### src/rtl/lnk_pkg.sv
`timescale 1ns/1ps
package lnk_pkg;
    typedef enum logic [2:0] {
        ST_PASS       = 3'd0,
        ST_FAIL_RESET = 3'd1,
        ST_FAIL_WAIT  = 3'd2,
        ST_FAIL       = 3'd3,
        ST_FAIL_EXT   = 3'd4
    } lnk_state_e;
endpackage

### src/rtl/lnk_gap_qual.sv
`timescale 1ns/1ps
// Measures ticks since the last accepted link pulse; rejects pulses that come too soon
// and flags a gap that has grown too long.
module lnk_gap_qual #(
    parameter int GAP_MIN_MS = 4,
    parameter int GAP_MAX_MS = 65
) (
    input  logic clk,
    input  logic rst_n,
    input  logic ms_tick,
    input  logic lp_rx,
    output logic pulse_ok,
    output logic gap_expired
);
    localparam int SAT = GAP_MAX_MS + 1;
    localparam int GW  = $clog2(SAT + 1);
    localparam logic [GW-1:0] SAT_V = GW'(SAT);
    localparam logic [GW-1:0] MIN_V = GW'(GAP_MIN_MS);

    logic [GW-1:0] gap_q;

    assign pulse_ok    = lp_rx && (gap_q >= MIN_V);
    assign gap_expired = (gap_q == SAT_V);

    always_ff @(posedge clk) begin
        if (!rst_n) begin
            gap_q <= SAT_V;
        end else if (pulse_ok) begin
            gap_q <= '0;
        end else if (ms_tick && (gap_q != SAT_V)) begin
            gap_q <= gap_q + 1'b1;
        end
    end
endmodule

### src/rtl/lnk_tx_pacer.sv
`timescale 1ns/1ps
// Emits a one-cycle link test pulse request every TX_GAP_MS ticks of transmit idle.
module lnk_tx_pacer #(
    parameter int TX_GAP_MS = 16
) (
    input  logic clk,
    input  logic rst_n,
    input  logic ms_tick,
    input  logic test_en,
    input  logic tx_active,
    output logic lp_tx
);
    localparam int TW = (TX_GAP_MS > 2) ? $clog2(TX_GAP_MS) : 1;
    localparam logic [TW-1:0] LAST_V = TW'(TX_GAP_MS - 1);

    logic [TW-1:0] cnt_q;

    always_ff @(posedge clk) begin
        if (!rst_n || !test_en || tx_active) begin
            cnt_q <= '0;
            lp_tx <= 1'b0;
        end else begin
            lp_tx <= 1'b0;
            if (ms_tick) begin
                if (cnt_q == LAST_V) begin
                    cnt_q <= '0;
                    lp_tx <= 1'b1;
                end else begin
                    cnt_q <= cnt_q + 1'b1;
                end
            end
        end
    end
endmodule

### src/rtl/lnk_fsm.sv
`timescale 1ns/1ps
// Link pass/fail controller with loss timer and accepted-pulse count.
module lnk_fsm
    import lnk_pkg::*;
#(
    parameter int LOSS_MS       = 60,
    parameter int PULSES_NEEDED = 2
) (
    input  logic clk,
    input  logic rst_n,
    input  logic ms_tick,
    input  logic rx_active,
    input  logic pulse_ok,
    input  logic gap_expired,
    input  logic tx_active,
    input  logic test_en,
    input  logic force_pass,
    output logic link_ok,
    output logic xmit_en,
    output logic rcv_en,
    output logic lpbk_en
);
    localparam int LW = $clog2(LOSS_MS + 1);
    localparam int PW = $clog2(PULSES_NEEDED + 1);
    localparam logic [LW-1:0] LOSS_V = LW'(LOSS_MS);
    localparam logic [PW:0]   NEED_V = (PW+1)'(PULSES_NEEDED);

    lnk_state_e    state_q, state_d;
    logic [LW-1:0] loss_q;
    logic [PW-1:0] pcnt_q;
    logic [PW:0]   pcnt_inc;
    logic          loss_hit, last_pulse, counting;

    assign loss_hit   = (loss_q >= LOSS_V);
    assign pcnt_inc   = {1'b0, pcnt_q} + 1'b1;
    assign last_pulse = (pcnt_inc >= NEED_V);
    assign counting   = (state_q == ST_FAIL_WAIT) || (state_q == ST_FAIL);

    // next state
    always_comb begin
        state_d = state_q;
        if (!test_en || force_pass) begin
            state_d = ST_PASS;
        end else begin
            unique case (state_q)
                ST_PASS:       if (loss_hit) state_d = ST_FAIL_RESET;
                ST_FAIL_RESET: state_d = ST_FAIL_WAIT;
                ST_FAIL_WAIT: begin
                    if (rx_active)     state_d = ST_FAIL_EXT;
                    else if (pulse_ok) state_d = last_pulse ? ST_FAIL_EXT : ST_FAIL;
                end
                ST_FAIL: begin
                    if (rx_active)                     state_d = ST_FAIL_EXT;
                    else if (gap_expired)              state_d = ST_FAIL_RESET;
                    else if (pulse_ok && last_pulse)   state_d = ST_FAIL_EXT;
                end
                ST_FAIL_EXT:   if (!rx_active && !tx_active) state_d = ST_PASS;
                default:       state_d = ST_PASS;
            endcase
        end
    end

    // state register
    always_ff @(posedge clk) begin
        if (!rst_n) state_q <= ST_PASS;
        else        state_q <= state_d;
    end

    // loss timer, active only in pass
    always_ff @(posedge clk) begin
        if (!rst_n || (state_q != ST_PASS) || rx_active || pulse_ok ||
            !test_en || force_pass) begin
            loss_q <= '0;
        end else if (ms_tick && !loss_hit) begin
            loss_q <= loss_q + 1'b1;
        end
    end

    // accepted pulse count while in fail
    always_ff @(posedge clk) begin
        if (!rst_n || !counting) begin
            pcnt_q <= '0;
        end else if (pulse_ok && !rx_active && !last_pulse) begin
            pcnt_q <= pcnt_inc[PW-1:0];
        end
    end

    // outputs
    always_comb begin
        link_ok = 1'b0;
        xmit_en = 1'b0;
        rcv_en  = 1'b0;
        lpbk_en = 1'b0;
        unique case (state_q)
            ST_PASS: begin
                link_ok = 1'b1;
                xmit_en = 1'b1;
                rcv_en  = 1'b1;
                lpbk_en = 1'b1;
            end
            ST_FAIL_EXT: rcv_en = 1'b1;
            default: ;
        endcase
    end
endmodule

### src/rtl/lnk_integ_top.sv
`timescale 1ns/1ps
module lnk_integ_top #(
    parameter int LOSS_MS       = 60,
    parameter int GAP_MIN_MS    = 4,
    parameter int GAP_MAX_MS    = 65,
    parameter int TX_GAP_MS     = 16,
    parameter int PULSES_NEEDED = 2
) (
    input  logic clk,
    input  logic rst_n,
    input  logic ms_tick,
    input  logic rx_active,
    input  logic lp_rx,
    input  logic tx_active,
    input  logic test_en,
    input  logic force_pass,
    output logic link_ok,
    output logic xmit_en,
    output logic rcv_en,
    output logic lpbk_en,
    output logic lp_tx
);
    logic pulse_ok, gap_expired;

    lnk_gap_qual #(.GAP_MIN_MS(GAP_MIN_MS), .GAP_MAX_MS(GAP_MAX_MS)) u_gap (
        .clk(clk), .rst_n(rst_n), .ms_tick(ms_tick), .lp_rx(lp_rx),
        .pulse_ok(pulse_ok), .gap_expired(gap_expired)
    );

    lnk_tx_pacer #(.TX_GAP_MS(TX_GAP_MS)) u_pacer (
        .clk(clk), .rst_n(rst_n), .ms_tick(ms_tick), .test_en(test_en),
        .tx_active(tx_active), .lp_tx(lp_tx)
    );

    lnk_fsm #(.LOSS_MS(LOSS_MS), .PULSES_NEEDED(PULSES_NEEDED)) u_fsm (
        .clk(clk), .rst_n(rst_n), .ms_tick(ms_tick), .rx_active(rx_active),
        .pulse_ok(pulse_ok), .gap_expired(gap_expired), .tx_active(tx_active),
        .test_en(test_en), .force_pass(force_pass), .link_ok(link_ok),
        .xmit_en(xmit_en), .rcv_en(rcv_en), .lpbk_en(lpbk_en)
    );
endmodule

### config.mk
export PLATFORM = sky130hd
export DESIGN_NAME = lnk_integ_top
export DESIGN_NICKNAME = d
export VERILOG_FILES = /design/src/rtl/lnk_pkg.sv /design/src/rtl/lnk_gap_qual.sv /design/src/rtl/lnk_tx_pacer.sv /design/src/rtl/lnk_fsm.sv /design/src/rtl/lnk_integ_top.sv
export SDC_FILE = /design/constraint.sdc
export NUM_CORES = 1
export LEC_CHECK = 0
export ABC_AREA = 1
export ABC_CLOCK_PERIOD_IN_PS = 1700
export BUFFER_PORTS_ARGS = -buffer_cell sky130_fd_sc_hd__buf_2
export CAP_MARGIN = 20
export CORE_MARGIN = 2
export CORE_UTILIZATION = 57
export DETAILED_ROUTE_END_ITERATION = 10
export PLACE_DENSITY_LB_ADDON = 0.25
export SLEW_MARGIN = 30
export SYNTH_ARGS = -nofsm -noshare
export SYNTH_HDL_FRONTEND = slang
export SYNTH_SLANG_ARGS = --single-unit
### constraint.sdc
create_clock -name clk -period 1.7 [get_ports clk]
set_input_delay 0.255 -clock clk [delete_from_list [all_inputs] [get_ports clk]]
set_output_delay 0.255 -clock clk [all_outputs]
set_load 0.01 [all_outputs]
## After elaboration in Yosys (flattened, before gate mapping)

Index checks and enable logic that the tools add are counted.

| cells by class | value |
|---|---|
| add/sub/neg operators | 4 |
| order comparisons | 3 |
| equal/unequal tests | 11 |
| muxes and demuxes | 15 |
| bitwise gates (word level) | 2 |
| reduce and logical (&&, ||, !) cells | 32 |

Operators with widths:

| operator | number |
|---|---|
| $mux 3 | 8 |
| $pmux 3 s5 | 1 |
| $mux 7 | 2 |
| $logic_or 1x1->1 | 10 |
| $reduce_or 2->1 | 4 |
| $add 7x1->7 const B | 1 |
| $eq 7x7->1 const B | 1 |
| $ge 7x3->1 const B | 1 |
| $logic_and 1x1->1 | 7 |
| $logic_not 1->1 | 7 |
| $ne 7x7->1 const B | 1 |
| $add 6x1->6 const B | 1 |
| $eq 3x2->1 const B | 2 |
| $ge 6x6->1 const B | 1 |
| $add 4x1->4 const B | 1 |
| $eq 4x4->1 const B | 1 |
| $mux 4 | 1 |
| $ne 2x1->1 const B | 2 |
| $ne 4x4->1 const B | 1 |
| $reduce_and 4->1 | 1 |
| $add 2x1->3 const B | 1 |
| $eq 3x1->1 const B | 1 |
| $eq 3x3->1 const B | 1 |
| $ge 3x2->1 const B | 1 |
| other kinds (6) | 9 |

| storage, ports and cells | value |
|---|---|
| register bits | 23 |
| bits of input ports | 8 |
| output and inout bits | 5 |
| word-level logic and storage cells | 74 |

## Longest topological paths before layout

| depth | value |
|---|---|
| depth after elaboration | 7 |
| gate-level depth with buffers | 11 |
| gate-level depth less buffers | 11 |

## Modules after synthesis

A second synthesis with hierarchy kept.

| unflattened totals | value |
|---|---|
| cells, all modules | 203 |
| area, all modules | 1392.6 µm² |

By module, submodules not included:

| module | instances | cells an instance | area an instance (µm²) | sequential area each (µm²) |
|---|---|---|---|---|
| lnk_fsm | 1 | 108 | 693.2 | 220.2 |
| lnk_gap_qual | 1 | 64 | 479.2 | 140.1 |
| lnk_tx_pacer | 1 | 31 | 220.2 | 100.1 |

## Worst setup path before layout

OpenSTA, ideal clock, no wires.

| timing | value |
|---|---|
| kind | register to register |
| start point | register u_gap.gap_q[0] |
| end point | register u_gap.gap_q[5] |
| data arrival time | 1213 ps |
| setup slack | 373 ps |
| cell stages (with the launch flop) | 11 |
| buffers on the path | 0 |
| period minus slack after synthesis | 1327 ps |
| cell sequence | dfxtp_1 inv_1 ha_1 nand2_1 inv_1 nand3_2 nand2_4 nor2_4 nand3_1 xor2_1 nor2_1 |

| between the ends | value |
|---|---|
| longest elaborated chain between the ends | 3 |
| elaborated cells between the ends (all ways) | 6 |

RTL lines:

| item | line | text |
|---|---|---|
| start: declaration | lnk_gap_qual.sv:20 | `logic [GW-1:0] gap_q;` |
| start signal: assignment | lnk_gap_qual.sv:31 | `gap_q <= gap_q + 1'b1;` |
| $ge 7x3->1 | lnk_gap_qual.sv:22 | `assign pulse_ok = lp_rx && (gap_q >= MIN_V);` |
| $logic_and 1x1->1 | lnk_gap_qual.sv:22 |  |
| $reduce_or 2->1 (no source line) | n/a |  |

Parallel ways exist; a longest one is shown, timed or not.
A chain may end at the register's enable or synchronous reset.

## Worst setup path in the final report

Ends and elaborated chain as after synthesis.

==> tab_implementation.tex <==
\begin{tabular}{lr}
\hline
Metric & Value \\
\hline
\multicolumn{2}{l}{\textbf{Outcome}} \\
\quad Outcome & complete, no violations \\
\multicolumn{2}{l}{\textbf{Clock network}} \\
\quad Clock input transition at the sequential cells of the worst setup and hold paths & 120 ps \\
\quad TritonCTS Buffers & 3 \\
\quad Clock sink total & 23 \\
\quad CTS root buf & clkbuf\_4 \\
\quad Latest clock arrival within the worst-skew pair & 320 ps \\
\quad Resized cells post-CTS & 0 \\
\quad Hold-fix buffer count after cts & 0 \\
\quad CTS H-Tree Depth & 1 \\
\quad CTS tree & built \\
\quad Number of buffers inserted by post-CTS setup repair & 0 \\
\quad Clock Path Buffers & 2 \\
\multicolumn{2}{l}{\textbf{Finish}} \\
\quad Most common cell after layout, fill and taps aside & nand2\_1 \\
\quad Post-synthesis to final-layout area growth & 8.36\% \\
\quad FILL cells & 209 \\
\quad Finished Core Util & 64.3\% \\
\quad Nets & 205 \\
\quad Layout cell share with drive strength beyond 1 & approximately 18\% \\
\quad Non-filler cells, final & between 200 and 250 \\
\quad Final Instance Area & around 1400 µm² \\
\quad Area used by sequential logic in the layout & 460 µm² \\
\quad Commonest cells after routing, fill and taps aside & 29 x nand2\_1, 26 x inv\_1, 23 x dfxtp\_1 \\
\quad Area used by multi-input combinational logic & approximately 710 µm² \\
\quad Total inserted antenna cells & 0 \\
\multicolumn{2}{l}{\textbf{Timing}} \\
\quad Unrepaired setup endpoints after global routing & false \\
\quad Transition time at the pin with the least slew margin & 414 ps \\
\quad Count of final hold-check violations & 0 \\
\quad Worst-case headroom to the max-slew limit & 72.2\% \\
\quad Final TNS setup & 0 ps \\
\quad Skew final & approximately 7.3 ps \\
\quad Final Setup Violations & 0 \\
\quad Number of max-slew violations in the final report & 0 \\
\quad Tcrit/Tclk final & between 80\% and 90\% \\
\quad Post-layout min period & 1470 ps \\
\quad Max Clock Freq & 0.683 GHz \\
\multicolumn{2}{l}{\textbf{Route}} \\
\quad Final routed DRC violation total & 0 \\
\quad Final wirelength & $\sim$2400 µm \\
\quad TritonRoute pass-1 iters & 4 \\
\quad Via density per instance & 5.15 \\
\quad Routed vias & 1122 \\
\quad Remaining antenna violation count after routing & 0 \\
\quad DRC violation total after the first TritonRoute iteration & 23 \\
\quad Routed len/inst & about 11 µm \\
\multicolumn{2}{l}{\textbf{Setup path}} \\
\quad CP peak stage delay & 380 ps \\
\quad Kind of capture point of the worst setup path & register \\
\quad Signal arrival time at the worst endpoint & roughly 1700 ps \\
\quad Reg-to-reg endpoint & u\_gap.gap\_q[5]\$\_SDFFE\_PP0P\_ \\
\quad Worst path cell trace & inv\_1 -> ha\_1 -> nand2\_1 -> inv\_1 -> nand3\_2 -> nand2\_4 -> nor2\_4 -> nand3\_1 -> xor2\_1 -> nor2\_1 \\
\quad Number of cells on the worst reg-to-reg path & 10 \\
\quad Element type at the critical path start & register \\
\quad Class of the most critical setup path & register to register \\
\quad Slowest stage cell on the critical path & dfxtp\_1 \\
\quad Largest fanout on the critical path & 8 \\
\quad Setup slack of the worst register-to-register path & 230 ps \\
\quad Critical register-to-register path startpoint & u\_gap.gap\_q[0]\$\_SDFFE\_PP0P\_ \\
\quad Dominant cell type by count on the critical path & inv\_1 \\
\quad Kind of cell adding the most delay to the critical path & simple AND/OR/NAND/NOR gates \\
\quad Worst path required time & 1960 ps \\
\quad CP bufs+invs & 2 \\
\multicolumn{2}{l}{\textbf{Placement}} \\
\quad Post-Place Cells & 214 \\
\quad Total placed instance area & 1370 µm² \\
\quad Final weighted congestion of routability-driven global placement & around 0.87 \\
\quad Half-perimeter wire length after placement & 1890 µm \\
\quad PortBufs & 12 \\
\multicolumn{2}{l}{\textbf{Logic synthesis}} \\
\quad Cell count after synthesis & 176 \\
\quad Average cell area after synthesis & 7.32 µm² \\
\quad Cell taking the most area after synthesis & dfxtp\_1 \\
\quad Part of the Yosys area used for sequential elements & 35.8\% \\
\quad Yosys synthesis warning count & 0 \\
\quad Number of distinct library cells after synthesis & 26 \\
\quad Fraction of synthesized cell area taken by the top area cell type & 35.8\% \\
\quad Mapped cell area & roughly 1300 µm² \\
\quad Number of nets in the synthesized netlist & between 150 and 200 \\
\quad Flop and latch count out of synthesis & 23 \\
\quad Most area-consuming cells after synthesis & dfxtp\_1 36\%, nand2\_1 8.5\%, inv\_1 7.6\% \\
\multicolumn{2}{l}{\textbf{GRT}} \\
\quad Remaining global-route overflow & 0 \\
\quad Total track usage & between 20\% and 30\% \\
\quad Vias in the first global route & 1039 \\
\quad Global-route wire length before repair & 4200 µm \\
\quad Initial antenna violation count & 0 \\
\quad Largest net degree at the start of global routing & 14 \\
\multicolumn{2}{l}{\textbf{Min path}} \\
\quad Hold endpoint & u\_gap.gap\_q[6]\$\_SDFFE\_PN1P\_ \\
\quad Hold wc startpoint & rst\_n \\
\quad Hold crit path type & primary input to register \\
\quad Worst Hold Path Cells & 2 \\
\multicolumn{2}{l}{\textbf{Pwr}} \\
\quad Power per unit of standard cell area & just under 700 nW/µm² \\
\quad Post-route total power & 0.949 mW \\
\quad Cell leakage power & roughly 0.63 nW \\
\quad Largest voltage drop on the vdd net & around 0.54 mV \\
\multicolumn{2}{l}{\textbf{Floorplan}} \\
\quad Initial Util & 59.3\% \\
\quad Row cnt & 17 \\
\quad Chip Width & 51.5 µm \\
\quad Die outline height & 51.5 µm \\
\quad Total Die Area & 2650 µm² \\
\quad Placeable Area & 2170 µm² \\
\quad I/O Pins & 13 \\
\multicolumn{2}{l}{\textbf{Job}} \\
\quad Number of maximum-capacitance violations & 0 \\
\hline
\end{tabular}
[per-stage QoR]
step,hold slack [ps],setup slack (ps)
2_1_floorplan,331,373
3_3_place_gp,443,333
3_5_place_dp,456,249
4_1_cts,170,233
5_1_grt,165,68.9
6_report,176,235
[final cells by class]
class / instances / share of cell area [%]
Multi-Input combinational cell: 124 / 50.9
Inverter: 27 / 7.26
Timing Repair Buffer: 12 / 4.30
Clock inverter: 1 / 0.359
Sequential cell: 23 / 33.0
Tap cell: 28 / 2.51
Clock buffer: 3 / 1.61
[cell families after synthesis]
kind of cell | after synthesis | share of synthesized area (%)
and+or+nand+nor | 91 | 36.2
buffers and inverters | 29 | 9.04
DFF | 23 | 35.8
AOI/OAI and AO/OA | 20 | 8.16
xor gates and xnor gates | 6 | 4.08
adders and majority gates | 6 | 5.83
muxes | 1 | 0.875
[synthesized netlist by cell type]
cell type and n:
nand3_1 13, nand2_2 3, nor3_4 1, nand3b_1 1, a21oi_1 9, nor2_4 1, or2_2 1, nor2_2 3
nand2_1 29, mux2_2 1, xor2_1 3, o21bai_1 1, nand3_2 4, o21ai_0 9, nand2_4 3, buf_4 2
inv_1 26, nor3_1 6, o21a_1 1, dfxtp_1 23, inv_2 1, nor2_1 21, ha_1 6, nand4_1 4
and3_1 1, xnor2_1 3
[sequential cells by signal, indices dropped and copies added (netlist names)]
signal / count
u_fsm.loss_q: 6
u_pacer.lp_tx: 1
u_fsm.state_q: 3
u_pacer.cnt_q: 4
u_gap.gap_q: 7
u_fsm.pcnt_q: 2
[metal layers]
metal | vias to the layer above | part of all wire, % | global-route usage, %
met2 | 17 | 51 | 37.4
li1 | 591 | - | -
met3 | 4 | 2.5 | 3.74
met4 | 0 | 1.3 | 7.02
met1 | 510 | 45 | 24.5
met5 | - | 0 | 0
[worst max-delay path by stage]
stage                             endpoint  cells after the start  slack, ps                   startpoint
2_1_floorplan  u_gap.gap_q[5]$_SDFFE_PP0P_                     10        370  u_gap.gap_q[0]$_SDFFE_PP0P_
3_3_place_gp   u_gap.gap_q[5]$_SDFFE_PP0P_                     10        330  u_gap.gap_q[0]$_SDFFE_PP0P_
3_5_place_dp   u_gap.gap_q[5]$_SDFFE_PP0P_                     10        250  u_gap.gap_q[0]$_SDFFE_PP0P_
4_1_cts        u_gap.gap_q[5]$_SDFFE_PP0P_                     10        230  u_gap.gap_q[0]$_SDFFE_PP0P_
5_1_grt        u_gap.gap_q[5]$_SDFFE_PP0P_                     10         70  u_gap.gap_q[0]$_SDFFE_PP0P_
6_report       u_gap.gap_q[5]$_SDFFE_PP0P_                     10        230  u_gap.gap_q[0]$_SDFFE_PP0P_
[power by group]
part           internal [mW]  switching [mW]
registers              0.551          0.0125
clock network         0.0881           0.166
logic                 0.0436          0.0881
(Power assumes the default switching activity.)
